`src/rtl/clkfrac_ctl_pkg.sv`:
```
package clkfrac_ctl_pkg;

  // Update form selected by address bits [3:2]
  typedef enum logic [1:0] {
    ALIAS_WRITE = 2'd0,
    ALIAS_SET   = 2'd1,
    ALIAS_CLEAR = 2'd2,
    ALIAS_FLIP  = 2'd3
  } alias_op_t;

  typedef struct packed {
    logic      hit;
    alias_op_t op;
  } alias_req_t;

endpackage

```
`src/rtl/clkfrac_alias_decode.sv`:
```
module clkfrac_alias_decode
  import clkfrac_ctl_pkg::*;
#(
  parameter int ADDR_W = 4
) (
  input  logic [ADDR_W-1:0] addr,
  input  logic              we,
  output alias_req_t        req
);

  logic aligned;
  logic in_window;

  assign aligned   = (addr[1:0] == 2'b00);
  assign in_window = ((addr >> 4) == '0);

  always_comb begin
    req.hit = we && aligned && in_window;
    req.op  = alias_op_t'(addr[3:2]);
  end

endmodule

```
`src/rtl/clkfrac_alias_merge.sv`:
```
module clkfrac_alias_merge
  import clkfrac_ctl_pkg::*;
#(
  parameter int DATA_W = 32
) (
  input  logic [DATA_W-1:0] cur,
  input  logic [DATA_W-1:0] wdata,
  input  alias_op_t         op,
  input  logic [DATA_W-1:0] keep_mask,
  output logic [DATA_W-1:0] nxt
);

  logic [DATA_W-1:0] raw;

  always_comb begin
    unique case (op)
      ALIAS_WRITE: raw = wdata;
      ALIAS_SET:   raw = cur | wdata;
      ALIAS_CLEAR: raw = cur & ~wdata;
      ALIAS_FLIP:  raw = cur ^ wdata;
      default:     raw = cur;
    endcase
    nxt = raw & keep_mask;
  end

endmodule

```
`src/rtl/clkfrac_chan_out.sv`:
```
module clkfrac_chan_out #(
  parameter int LANE_W   = 8,
  parameter int FRAC_W   = 6,
  parameter int RST_FRAC = 18
) (
  input  logic              clk,
  input  logic              rst,
  input  logic [LANE_W-1:0] lane,
  output logic [FRAC_W-1:0] frac_q,
  output logic              run_q
);

  localparam int GATE_BIT = LANE_W - 1;

  always_ff @(posedge clk) begin
    if (rst) begin
      frac_q <= FRAC_W'(RST_FRAC);
      run_q  <= 1'b0;
    end else begin
      frac_q <= lane[FRAC_W-1:0];
      run_q  <= ~lane[GATE_BIT];
    end
  end

endmodule

```
`src/rtl/clkfrac_ctl_bank.sv`:
```
module clkfrac_ctl_bank
  import clkfrac_ctl_pkg::*;
#(
  parameter int NUM_CH   = 4,
  parameter int LANE_W   = 8,
  parameter int FRAC_W   = 6,
  parameter int ADDR_W   = 4,
  parameter int RST_FRAC = 18
) (
  input  logic                     clk,
  input  logic                     rst,
  input  logic [ADDR_W-1:0]        bus_addr,
  input  logic                     bus_we,
  input  logic [NUM_CH*LANE_W-1:0] bus_wdata,
  output logic [NUM_CH*LANE_W-1:0] bus_rdata,
  output logic [NUM_CH*FRAC_W-1:0] ch_frac,
  output logic [NUM_CH-1:0]        ch_enabled
);

  localparam int DATA_W = NUM_CH * LANE_W;
  localparam logic [LANE_W-1:0] GATE_LANE = LANE_W'(1) << (LANE_W - 1);
  localparam logic [LANE_W-1:0] FRAC_LANE = (LANE_W'(1) << FRAC_W) - LANE_W'(1);
  localparam logic [LANE_W-1:0] RST_LANE  = GATE_LANE | LANE_W'(RST_FRAC);
  localparam logic [LANE_W-1:0] KEEP_LANE = GATE_LANE | FRAC_LANE;

  function automatic logic [DATA_W-1:0] fill_lanes(input logic [LANE_W-1:0] b);
    logic [DATA_W-1:0] r;
    r = '0;
    for (int i = 0; i < NUM_CH; i++) r[i*LANE_W +: LANE_W] = b;
    return r;
  endfunction

  localparam logic [DATA_W-1:0] RST_WORD  = fill_lanes(RST_LANE);
  localparam logic [DATA_W-1:0] KEEP_MASK = fill_lanes(KEEP_LANE);

  alias_req_t        req;
  logic [DATA_W-1:0] word_q;
  logic [DATA_W-1:0] word_nxt;
  logic [DATA_W-1:0] rdata_q;

  clkfrac_alias_decode #(.ADDR_W(ADDR_W)) u_dec (
    .addr (bus_addr),
    .we   (bus_we),
    .req  (req)
  );

  clkfrac_alias_merge #(.DATA_W(DATA_W)) u_merge (
    .cur       (word_q),
    .wdata     (bus_wdata),
    .op        (req.op),
    .keep_mask (KEEP_MASK),
    .nxt       (word_nxt)
  );

  always_ff @(posedge clk) begin
    if (rst)          word_q <= RST_WORD;
    else if (req.hit) word_q <= word_nxt;
  end

  always_ff @(posedge clk) begin
    if (rst) rdata_q <= RST_WORD;
    else     rdata_q <= word_q;
  end

  assign bus_rdata = rdata_q;

  for (genvar n = 0; n < NUM_CH; n++) begin : g_ch
    clkfrac_chan_out #(
      .LANE_W   (LANE_W),
      .FRAC_W   (FRAC_W),
      .RST_FRAC (RST_FRAC)
    ) u_out (
      .clk    (clk),
      .rst    (rst),
      .lane   (word_q[n*LANE_W +: LANE_W]),
      .frac_q (ch_frac[n*FRAC_W +: FRAC_W]),
      .run_q  (ch_enabled[n])
    );
  end

endmodule

```
`config.mk`:
```
export PLATFORM = sky130hd
export DESIGN_NAME = clkfrac_ctl_bank
export DESIGN_NICKNAME = d
export VERILOG_FILES = /design/src/rtl/clkfrac_ctl_pkg.sv /design/src/rtl/clkfrac_alias_decode.sv /design/src/rtl/clkfrac_alias_merge.sv /design/src/rtl/clkfrac_chan_out.sv /design/src/rtl/clkfrac_ctl_bank.sv
export SDC_FILE = /design/constraint.sdc
export NUM_CORES = 1
export LEC_CHECK = 0
export ABC_AREA = 1
export CAP_MARGIN = 10
export CORE_MARGIN = 5
export CORE_UTILIZATION = 40
export CTS_BUF_LIST = sky130_fd_sc_hd__clkbuf_16
export DETAILED_ROUTE_END_ITERATION = 10
export GPL_TIMING_DRIVEN = 1
export HOLD_SLACK_MARGIN = 0.03
export SYNTH_ARGS = -nofsm -noshare
export SYNTH_HDL_FRONTEND = slang
export SYNTH_HIERARCHICAL = 1
export SYNTH_SLANG_ARGS = --single-unit
```
`constraint.sdc`:
```
create_clock -name clk -period 3 [get_ports clk]
set_input_delay 0.6 -clock clk [delete_from_list [all_inputs] [get_ports clk]]
set_output_delay 0.6 -clock clk [all_outputs]
set_load 0.03 [all_outputs]
```
# Word-level counts from Yosys, hierarchy flattened
# Index checks and enable logic that the tools add are counted.
# word_totals
regBits	84
inputBits	39
output_inout_bits	60
elab_cells	25
# op_classes
eq_ne	3
muxes	1
n_bitwise	8
n_reduce_logical	3
# op_table
operator	count
32-bit one-hot mux with 4 select lines	1
32-bit AND	1
32-bit NOT	1
32-bit bitwise OR	1
32-bit XOR	1
2-bit equality test, second input constant	2
2-bit logical NOT	2
1-bit NOT	4
2-bit by 1-bit equality test with 1-bit output, second input constant	1
1-bit logical AND	1

# Depth between registers and ports, before layout
# depth
depth_word	3
depth_mapped	13
mapped_depth_nobuf	11

# Modules after synthesis
# Netlist, hierarchy kept.
# modules_own_cells
mod	n_inst	cells_per_inst	area_each_um2	seq_area_each_um2
clkfrac_alias_merge	1	442	2453.6	0.0
clkfrac_ctl_bank	1	269	2149.6	1281.2
clkfrac_chan_out	4	21	192.7	140.1
clkfrac_alias_decode	1	5	28.8	0.0

# Worst setup path after synthesis
# OpenSTA, ideal clock, no wires.
# synth_path
kind	in2reg
start	in bus_addr[2]
end	reg word_q[29]
setup_ns	0.113
t_arrival_ns	1.513
required_ns	2.887
slack_ns	1.374
cell_stages	12
n_path_buf	4
cell_sequence	buf_4 buf_6 inv_6 nand2_2 buf_6 buf_6 o21ai_1 nor2_1 inv_1 nand2_1 nand2_1 nor2_1
# synth_between
elab_chain_cells	2
word_cells_on_any_way	5
cone_classes	eq/ne (3); mux (1); reduce/logical (1)
# synth_rtl
item	line	text
from (decl)	clkfrac_ctl_bank.sv:12	input logic [ADDR_W-1:0] bus_addr,
2-bit equality test, or another cell as far along	clkfrac_alias_merge.sv:16	unique case (op)
32-bit one-hot mux with 4 select lines *	clkfrac_alias_merge.sv:16	
via word_nxt[29]	clkfrac_ctl_bank.sv:38	logic [DATA_W-1:0] word_nxt;
to (signal assigned)	clkfrac_ctl_bank.sv:57	else if (req.hit) word_q <= word_nxt;
to (decl)	clkfrac_ctl_bank.sv:37	logic [DATA_W-1:0] word_q;
# Mark *: on every way through the listed nets, which the timed path passes. The rest lies on a longest branch.
# A chain may end at the register's enable or synchronous reset.

==> run_results.csv <==
group,metric,value,unit
logic_synthesis,yosysSeqAreaShare,0.341,
critical_path,rr_startpoint,"word_q[2]$_SDFFE_PP0P_",
timing,max_freq,516,MHz
layout,diodes,0,
layout,ff_latch_area,0.00184,mm²
clocking,cts-htree-levels,3,
floorplan,core-area,0.0132,mm²
floorplan,row_count,42,
layout,layout_common_cells,"inv_1 (175), nor2_1 (144), nand2_1 (121)",
critical_path,crit_slowest_cell,"clkdlybuf4s50_1",
power,leakage,3.44,nW
logic_synthesis,yosysWarnings,6,
clocking,clock_path_buffers,2,
timing,tightest_slew,0.765,ns
logic_synthesis,synth_top_family_by_area,"simple AND/OR/NAND/NOR gates",
drt,drt_wl_total,11200,µm
logic_synthesis,syn_inst,800,
logic_synthesis,synthSimpleGateAreaFrac,0.286,
logic_synthesis,synth_xor_area_frac,0,
drt,num_vias,4603,
placement,dp_hpwl,7510,µm
worst_hold_path,min-delay-start,"word_q[14]$_SDFFE_PP0P_",
power,vdd_ir_drop_max,0.278,mV
critical_path,path_max_fanout,1,
floorplan,start_util,0.408,
power,p_per_area,446,mW/mm²
critical_path,crit_required,2.40,ns
timing,setup-tns-final,0,ns
placement,gp_congestion,0.747,
timing,finalSetupViolations,0,
logic_synthesis,synth-seq-cells,92,
worst_hold_path,min_path_type,"reg -> reg",
floorplan,fp.dieH,126,µm
clocking,clk_pin_slew,0.07,ns
timing,drv_slew,0,
layout,drive_above_1_share,0.0417,
logic_synthesis,synth_compound_area_frac,0.0445,
timing,hold_viol_final,0,
layout,nets,1009,
critical_path,critPathTopFamily,"buffers and inverters",
critical_path,crit_start,"bus_rdata[6]$_SDFF_PP0_",
clocking,cts-resized-gates,0,
layout,layoutNonFillerInstCount,1087,
drt,avgViaCountPerCell,4.23,
drt,final_antenna_net_count,0,
critical_path,crit_chain,"clkdlybuf4s50_1",
drt,wl_met2,5290,µm
placement,dp_cells,1071,
floorplan,die_w,126,µm
clocking,cts_setup_buffers,0,
grt,grt_first_pass_wirelength,19700,µm
grt,grt_pass1_vias,4343,
clocking,hold_buffers,0,
drt,wl_met1,5330,µm
critical_path,critPathBufInv,1,
logic_synthesis,synth.area.mux_share,0,
clocking,ctsRootBufferMaster,"clkbuf_16",
clocking,numCtsBuffers,9,
layout,multi_input_area,0.00271,mm²
drt,dr.pass1.iters,4,
power,power.share.sequential,0.428,
logic_synthesis,avgSynthCellArea,6.75,µm²
power,switching_share,0.274,
placement,portBuffers,98,
clocking,clock_sinks,92,
floorplan,io_pins,99,
critical_path,cpPeakStageDelay,0.67,ns
critical_path,start_kind,"flop",
drt,wl_met3,431,µm
drt,drc,0,
timing,final.period_utilization,0.646,
run,cap_violations,0,
floorplan,dieArea,0.0159,mm²
critical_path,path_class,"reg -> out",
logic_synthesis,netlist_area,0.00540,mm²
layout,fillers,1374,
layout,final_common_cell,"inv_1",
logic_synthesis,synthAdderAreaFrac,0.148,
drt,drtIter0Drc,254,
grt,antenna_found_initial,0,
timing,rsz0062_at_grt,"false",
outcome,status,"complete, no violations",
power,p_int,2.21,mW
power,combPwrFrac,0.164,
clocking,clk_latency,0.35,ns
timing,clock-skew-final,0.00349,ns
critical_path,end_kind,"output pin",
clocking,cts_tree,"built",
grt,grt-ovfl-total,0,
timing,slew-limit-headroom,0.490,
logic_synthesis,ys_types,21,
timing,period_minus_slack,1.94,ns
drt,top_layer_used,"met4",
critical_path,critical_path_arrival,1.34,ns
layout,area_growth_syn_to_layout,26.4,%
power,p_switching,0.834,mW
drt,wl_per_cell,10.3,µm
grt,grt_max_degree,80,
grt,grt_usage,0.149,
power,clockPowerShare,0.408,
[layer usage]
layer	GRT usage	up-vias
met3	0.0381	11
met2	0.258	60
met5	0	-
met4	0.0530	0
met1	0.179	1984
li1	-	2548
[through the flow]
step	hold slack (ns)	power [mW]	utilization	setup slack (ns)	instance area [µm²]
floorplan	0.433	1.68	-	1.37	5520
detailed placement	0.452	1.84	0.491	0.824	6510
global placement	0.449	1.83	0.491	0.851	6510
global route	0.496	3.22	0.516	1.01	6830
finish	0.458	3.05	0.516	1.06	6830
CTS	0.462	3.10	0.516	1.03	6830
[state kept, by name, summed over array words and instances (netlist names)]
signal and cells:
bus_rdata 32, word_q 32, g_ch.u_out/frac_q 24, g_ch.u_out/run_q 4
[synth_stat cells, drive strengths merged]
master | instances | area, µm²
o21ai | 32 | 160
a21oi | 16 | 80.1
ha | 64 | 801
nor2 | 145 | 547
inv | 183 | 692
dfxtp | 92 | 1840
nand3 | 92 | 460
conb | 2 | 7.51
or2 | 12 | 75.1
buf | 35 | 257
nand2 | 122 | 460
clkbuf | 5 | 21.3
[power groups by stage]
stage | registers, mW | clock network, mW | logic (mW)
6_report | 1.30 | 1.24 | 0.500
3_3_place_gp | 1.33 | 0 | 0.501
2_1_floorplan | 1.37 | 0 | 0.306
3_5_place_dp | 1.33 | 0 | 0.504
4_1_cts | 1.31 | 1.29 | 0.508
5_1_grt | 1.31 | 1.33 | 0.584
[area by class of cell]
cell class,instances,area share
clock buffer,9,0.0330
clock inverter,7,0.0147
inverter,183,0.101
multi-input combinational,515,0.397
sequential,92,0.270
tap,176,0.0322
timing repair buffer,105,0.153
[worst paths after layout]
path	endpoint	slack, ns	cells past startpoint
setup / recovery	bus_rdata[6]	1.06	1
hold / removal	bus_rdata[14]$_SDFF_PP0_	0.46	2
setup reg to reg	word_q[2]$_SDFFE_PP0P_	1.60	10
hold reg to reg	bus_rdata[14]$_SDFF_PP0_	0.46	2
[logic make-up (layout without fill, tap and decap cells)]
kind of cell	after synthesis	count (layout)
and+or+nand+nor	371	371
adders and majority gates	64	64
other	2	32
AOI/OAI and AO/OA	48	48
buffers and inverters	223	304
DFF	92	92
No activity file was read; power rests on OpenSTA's default activity.
